===== config.mk =====
export PLATFORM = sky130hd
export DESIGN_NAME = gpio_evt_ctrl
export DESIGN_NICKNAME = d
export VERILOG_FILES = /design/src/rtl/gpio_evt_pkg.sv /design/src/rtl/gpio_evt_sync.sv /design/src/rtl/gpio_evt_detect.sv /design/src/rtl/gpio_evt_w1c.sv /design/src/rtl/gpio_evt_ctrl.sv
export SDC_FILE = /design/constraint.sdc
export NUM_CORES = 1
export LEC_CHECK = 0
export ABC_CLOCK_PERIOD_IN_PS = 2400
export BUFFER_PORTS_ARGS = -buffer_cell sky130_fd_sc_hd__buf_4
export CAP_MARGIN = 20
export CORE_MARGIN = 2
export CORE_UTILIZATION = 25
export CTS_BUF_LIST = sky130_fd_sc_hd__clkbuf_8
export DETAILED_ROUTE_END_ITERATION = 16
export GPL_TIMING_DRIVEN = 0
export PLACE_DENSITY = 0.43
export REMOVE_ABC_BUFFERS = 1
export SYNTH_ARGS = -nofsm -noshare
export SYNTH_HDL_FRONTEND = slang
export SYNTH_SLANG_ARGS = --single-unit
export TNS_END_PERCENT = 5

===== constraint.sdc =====
create_clock -name clk -period 2.4 [get_ports clk]
set_input_delay 0.24 -clock clk [delete_from_list [all_inputs] [get_ports clk]]
set_output_delay 0.24 -clock clk [all_outputs]
set_load 0.01 [all_outputs]

===== src/rtl/gpio_evt_pkg.sv =====
package gpio_evt_pkg;

    typedef enum logic [1:0] {
        EVT_LEVEL = 2'd0,
        EVT_EDGE  = 2'd1,
        EVT_OFF   = 2'd2,
        EVT_BOTH  = 2'd3
    } evt_mode_e;

    typedef enum logic [1:0] {
        REG_ISTS = 2'd0,
        REG_IEN  = 2'd1,
        REG_WSTS = 2'd2,
        REG_WEN  = 2'd3
    } reg_kind_e;

    // qualified (post-invert) sample pair for one pad
    typedef struct packed {
        logic cur;
        logic prev;
    } pad_hist_t;

    function automatic logic evt_hit(evt_mode_e mode, pad_hist_t h);
        logic hit;
        case (mode)
            EVT_LEVEL: hit = h.cur;
            EVT_EDGE:  hit = h.cur & ~h.prev;
            EVT_BOTH:  hit = h.cur ^ h.prev;
            default:   hit = 1'b0;
        endcase
        return hit;
    endfunction

    function automatic int ceil_div(int a, int b);
        return (a + b - 1) / b;
    endfunction

endpackage


===== src/rtl/gpio_evt_sync.sv =====
module gpio_evt_sync #(
    parameter int N = 20
) (
    input  logic         clk,
    input  logic         rst,
    input  logic [N-1:0] pad_in,
    output logic [N-1:0] cur,
    output logic [N-1:0] prev
);
    logic [N-1:0] meta_q;
    logic [N-1:0] sync_q;
    logic [N-1:0] hist_q;

    always_ff @(posedge clk) begin
        if (rst) begin
            meta_q <= '0;
            sync_q <= '0;
            hist_q <= '0;
        end else begin
            meta_q <= pad_in;
            sync_q <= meta_q;
            hist_q <= sync_q;
        end
    end

    assign cur  = sync_q;
    assign prev = hist_q;
endmodule


===== src/rtl/gpio_evt_detect.sv =====
module gpio_evt_detect
    import gpio_evt_pkg::*;
#(
    parameter int N = 20
) (
    input  logic [N-1:0]   cur,
    input  logic [N-1:0]   prev,
    input  logic [N-1:0]   inv,
    input  logic [2*N-1:0] mode,
    output logic [N-1:0]   evt
);
    for (genvar i = 0; i < N; i++) begin : g_pad
        pad_hist_t h;
        assign h.cur  = cur[i] ^ inv[i];
        assign h.prev = prev[i] ^ inv[i];
        assign evt[i] = evt_hit(evt_mode_e'(mode[2*i +: 2]), h);
    end
endmodule


===== src/rtl/gpio_evt_w1c.sv =====
module gpio_evt_w1c #(
    parameter int W = 32
) (
    input  logic         clk,
    input  logic         rst,
    input  logic [W-1:0] set,
    input  logic [W-1:0] clr,
    output logic [W-1:0] sts
);
    // a set in the same cycle as a clear wins
    always_ff @(posedge clk) begin
        if (rst) sts <= '0;
        else     sts <= (sts & ~clr) | set;
    end
endmodule


===== src/rtl/gpio_evt_ctrl.sv =====
module gpio_evt_ctrl
    import gpio_evt_pkg::*;
#(
    parameter int  NUM_PADS = 20,
    parameter int  GRP_SIZE = 16,
    localparam int NUM_GRPS = ceil_div(NUM_PADS, GRP_SIZE),
    localparam int GRP_W    = (NUM_GRPS > 1) ? $clog2(NUM_GRPS) : 1,
    localparam int ADDR_W   = GRP_W + 2
) (
    input  logic                  clk,
    input  logic                  rst,
    input  logic [NUM_PADS-1:0]   pad_in,
    input  logic [2*NUM_PADS-1:0] pad_mode,
    input  logic [NUM_PADS-1:0]   pad_inv,
    input  logic [NUM_PADS-1:0]   pad_host_own,
    input  logic [NUM_PADS-1:0]   pad_route_sci,
    input  logic                  reg_wr,
    input  logic [ADDR_W-1:0]     reg_addr,
    input  logic [GRP_SIZE-1:0]   reg_wdata,
    output logic [GRP_SIZE-1:0]   reg_rdata,
    output logic                  irq_out,
    output logic                  wake_out
);
    localparam int TOTAL = NUM_GRPS * GRP_SIZE;

    function automatic logic [TOTAL-1:0] mk_valid();
        logic [TOTAL-1:0] v;
        for (int i = 0; i < TOTAL; i++) v[i] = (i < NUM_PADS);
        return v;
    endfunction
    localparam logic [TOTAL-1:0] VALID = mk_valid();

    logic [NUM_PADS-1:0] s_cur, s_prev, evt;
    logic [TOTAL-1:0]    evt_ext, own_ext, sci_ext;
    logic [TOTAL-1:0]    ists_q, wsts_q, ien_q, wen_q;
    logic [TOTAL-1:0]    ists_clr, wsts_clr;
    logic [GRP_W-1:0]    a_grp;
    reg_kind_e           a_kind;

    assign a_grp  = reg_addr[ADDR_W-1:2];
    assign a_kind = reg_kind_e'(reg_addr[1:0]);

    gpio_evt_sync #(.N(NUM_PADS)) u_sync (
        .clk(clk), .rst(rst), .pad_in(pad_in), .cur(s_cur), .prev(s_prev)
    );

    gpio_evt_detect #(.N(NUM_PADS)) u_det (
        .cur(s_cur), .prev(s_prev), .inv(pad_inv), .mode(pad_mode), .evt(evt)
    );

    // widen per-pad vectors to the full group grid, absent positions tied low
    for (genvar i = 0; i < TOTAL; i++) begin : g_ext
        if (i < NUM_PADS) begin : g_real
            assign evt_ext[i] = evt[i];
            assign own_ext[i] = pad_host_own[i];
            assign sci_ext[i] = pad_route_sci[i];
        end else begin : g_absent
            assign evt_ext[i] = 1'b0;
            assign own_ext[i] = 1'b0;
            assign sci_ext[i] = 1'b0;
        end
    end

    always_comb begin
        ists_clr = '0;
        wsts_clr = '0;
        for (int g = 0; g < NUM_GRPS; g++) begin
            if (reg_wr && a_grp == GRP_W'(g)) begin
                if (a_kind == REG_ISTS) ists_clr[g*GRP_SIZE +: GRP_SIZE] = reg_wdata;
                if (a_kind == REG_WSTS) wsts_clr[g*GRP_SIZE +: GRP_SIZE] = reg_wdata;
            end
        end
    end

    gpio_evt_w1c #(.W(TOTAL)) u_ists (
        .clk(clk), .rst(rst),
        .set(evt_ext & own_ext & VALID), .clr(ists_clr), .sts(ists_q)
    );

    gpio_evt_w1c #(.W(TOTAL)) u_wsts (
        .clk(clk), .rst(rst),
        .set(evt_ext & VALID), .clr(wsts_clr), .sts(wsts_q)
    );

    always_ff @(posedge clk) begin
        if (rst) begin
            ien_q <= '0;
            wen_q <= '0;
        end else begin
            for (int g = 0; g < NUM_GRPS; g++) begin
                if (reg_wr && a_grp == GRP_W'(g)) begin
                    if (a_kind == REG_IEN)
                        ien_q[g*GRP_SIZE +: GRP_SIZE] <= reg_wdata & VALID[g*GRP_SIZE +: GRP_SIZE];
                    if (a_kind == REG_WEN)
                        wen_q[g*GRP_SIZE +: GRP_SIZE] <= reg_wdata & VALID[g*GRP_SIZE +: GRP_SIZE];
                end
            end
        end
    end

    always_comb begin
        reg_rdata = '0;
        for (int g = 0; g < NUM_GRPS; g++) begin
            if (a_grp == GRP_W'(g)) begin
                case (a_kind)
                    REG_ISTS: reg_rdata = ists_q[g*GRP_SIZE +: GRP_SIZE];
                    REG_IEN:  reg_rdata = ien_q[g*GRP_SIZE +: GRP_SIZE];
                    REG_WSTS: reg_rdata = wsts_q[g*GRP_SIZE +: GRP_SIZE];
                    default:  reg_rdata = wen_q[g*GRP_SIZE +: GRP_SIZE];
                endcase
            end
        end
    end

    assign irq_out  = |(ists_q & ien_q);
    assign wake_out = |(wsts_q & wen_q & ~sci_ext);
endmodule


==> out/metrics.csv <==
metric,value,unit
setup violators final,0,
Worst Path Arrival,2.05,ns
synth top area cells,"dfxtp_1 43%, nand2_1 8.4%, nor2b_1 5.1%",
f_max,0.4358,GHz
Power Total,5.749,mW
reg2reg path depth,5,
worst setup margin,0.1053,ns
post-synth cell types,40,
slowest cell on the critical path,and2_2,
adder-cell area share of the yosys netlist,0.03310,
YS warnings,0,
VDD IR max,0.2698,mV
DRT met1 WL,11.17,mm
nets,1156,
DRT iter0 DRCs,292,
CTS tree,done,
site row count,63,
Post-synth EDFFs,0,
GP Congestion,0.7602,
Crit Path Category,input port to primary output,
max incr delay on CP,0.38,ns
"Primary FF master, synth",dfxtp_1,
ys async rst share,0,
die width,177.9,um
Hold WC Path Type,input port to flip-flop,
drt first pass iters,4,
Die Y,177.9,um
synthesized cell area,7561,um2
CTS Buf Count,17,
R2R Setup Slk,1.00,ns
Worst setup SP type,input port,
most numerous cell in the Yosys netlist,nand2_1,
later-pin clock latency in the skew report,0.45,ns
dpl hpwl,15.93,mm
initial antenna violation count,0,
gr usage total,0.1514,
# clock sinks,164,
Worst EP required,2.16,ns
core area,29720,um2
synthesized instance count,831,
share of cells above drive strength 1,0.2344,
fin crit period,2.295,ns
DR WL/cell,16.91,um
first-pass GRT wire length,36.09,mm
clk slew on worst S/H paths,0.09,ns
Layout area overhead,28.20,%
Routed Antenna Nets,0,
vias post-DR,6385,
hold depth,3,
Initial Util,0.2544,
Util after Layout,0.3262,
crit-path cells,buf_4 -> nor2b_4 -> buf_6 -> and2_2 -> a22oi_1 -> o21ai_0 -> buf_4,
Place WS,-0.5642,ns
DR top layer,met4,
worst reg2reg startpoint,u_sync.cur[6],
RSZ-0062 raised after global routing,no,
Finished Layout Cells,1397,
largest net degree at the start of global routing,75,
worst-path fanout max,23,
vias per cell,4.571,
Simple-Gate Fraction of Synth Area,0.2196,
max-slew violations,0,
XOR/XNOR Fraction of Synth Area,0.04633,
sequential fraction of the synthesis area,0.4342,
RR Endpoint,u_ists.sts[6],
WL met3,1.323,mm
LEAKAGE,3.844,nW
post-synth top area cell,dfxtp_1,
status,"complete, no violations",
met2 wire length,10.84,mm
io pins,160,
largest family of logic cells by synthesized area,simple AND/OR/NAND/NOR gates,
compound-cell area share of the yosys netlist,0.1637,
final worst-path cycle share,0.9561,
die area,31650,um2
number of synthesized register bits,164,
cell total after placement,1344,
min-delay src,pad_host_own[10],
Crit. End Element,primary output,
CTS HTree Levels,4,
fillers,3111,
Worst-Margin Slew,1.060,ns
final WL,23.63,mm
number of global-route vias before repair,6295,
Yosys top cell area share,0.4342,
Worst path most repeated cell,buf_4,
Slew HR,0.2912,
clock skew,0.01137,ns
Root Buffer,clkbuf_8,
Setup TNS Final,0,ns
Congestion Overflow GR,0,
DRC Markers,0,
max cap viols,0,
Antenna Cells,0,
Hold Path End,u_ists.sts[10],
port bufs,159,
final count of hold timing violations,0,
# Post-CTS Setup Buffers,0,
PwrDens,593.1,nW/um2
Max clock buf depth,2,
post-synthesis mux area share,0.07414,
Avg Synthesized Cell Area,9.099,um2
most frequent cells after synthesis,"170 x nand2_1, 164 x dfxtp_1, 76 x a21oi_1",
[kinds of logic (layout without fill, tap and decap cells)]
kind of cell | count (synthesis) | after routing
xor+xnor | 40 | 40
mux | 44 | 44
compound gates | 200 | 200
flops | 164 | 164
simple gates | 321 | 321
buf+inv | 42 | 218
fa+ha+maj | 20 | 20
[sequential cells by signal, summed over array words and instances, names as in the netlist]
| register | count |
|---|---|
| u_wsts.sts | 32 |
| u_sync.prev | 20 |
| u_sync.meta_q | 20 |
| u_sync.cur | 20 |
| wen_q | 20 |
| ien_q | 20 |
| u_ists.sts | 32 |
[critical path: cells and delay by family]
kind,cells,cell delay [ns]
buffers and inverters,3,0.71
AND/OR/NAND/NOR,2,0.75
AO/OA/AOI/OAI,2,0.32
[where the power goes]
part / internal (mW) / leakage (nW) / total [mW] / switching, mW
Combinational: 0.450 / 2.31 / 0.862 / 0.412
Sequential: 2.84 / 1.34 / 2.92 / 0.0801
Clock: 0.870 / 0.190 / 1.97 / 1.10
[stage by stage]
stage                     area (um2)  hold slack, ns
final                           9693         0.05382
after global placement          9031          0.4156
after global routing            9693         0.01607
after floorplan                 7350          0.3091
after detailed placement        9092          0.4204
after CTS                       9687         0.01982
[metal layers]
metal	global-route usage	vias up
met5	0	-
met4	0.03859	0
met3	0.03642	16
met2	0.2463	152
met1	0.2007	2988
li1	-	3229
[layout by cell type, fill, tap and decap left out, drive strengths merged, types with 4 or more instances in the layout]
master / n
nor2b: 63
o21ai: 52
a21oi: 76
mux2: 16
a22oi: 14
nand3b: 20
clkinv: 6
mux2i: 20
dlygate4sd3: 21
a21boi: 20
and3: 26
xnor2: 20
a221oi: 4
a22o: 4
xor2: 20
o22ai: 10
ha: 20
o31a: 20
clkbuf: 19
nor2: 9
nand2: 170
inv: 5
nor3b: 21
mux4: 8
dfxtp: 164
buf: 163
[final cells by class]
| cell class | instances | area [um2] | area share |
|---|---|---|---|
| Clock buffer | 19 | 261.5 | 0.02698 |
| Clock inverter | 13 | 110.1 | 0.01136 |
| Inverter | 2 | 7.507 | 0.0007745 |
| Multi-Input combinational cell | 625 | 4074 | 0.4203 |
| Sequential cell | 164 | 3283 | 0.3387 |
| Tap cell | 390 | 488.0 | 0.05034 |
| Timing Repair Buffer | 184 | 1469 | 0.1515 |
[timing repair]
action                                  4_1_cts  5_1_grt
endpoints found under the setup margin       12        1
hold endpoints to repair                     21        0
hold buffers                                 21        0
gates resized for setup                       4        1
[worst max path at each step]
stage | slack (ns) | cells after the start | startpoint | endpoint
floorplan | 0.79 | 4 | reg_addr[2] | reg_rdata[10]
global placement | -0.89 | 3 | rst | u_ists.sts[28]
detailed placement | -0.56 | 7 | reg_addr[0] | reg_rdata[5]
CTS | 0.10 | 7 | reg_addr[2] | reg_rdata[5]
global route | 0.02 | 7 | reg_addr[2] | reg_rdata[5]
finish | 0.11 | 7 | reg_addr[2] | reg_rdata[5]
Note: power is estimated with default switching activity, not from simulation.
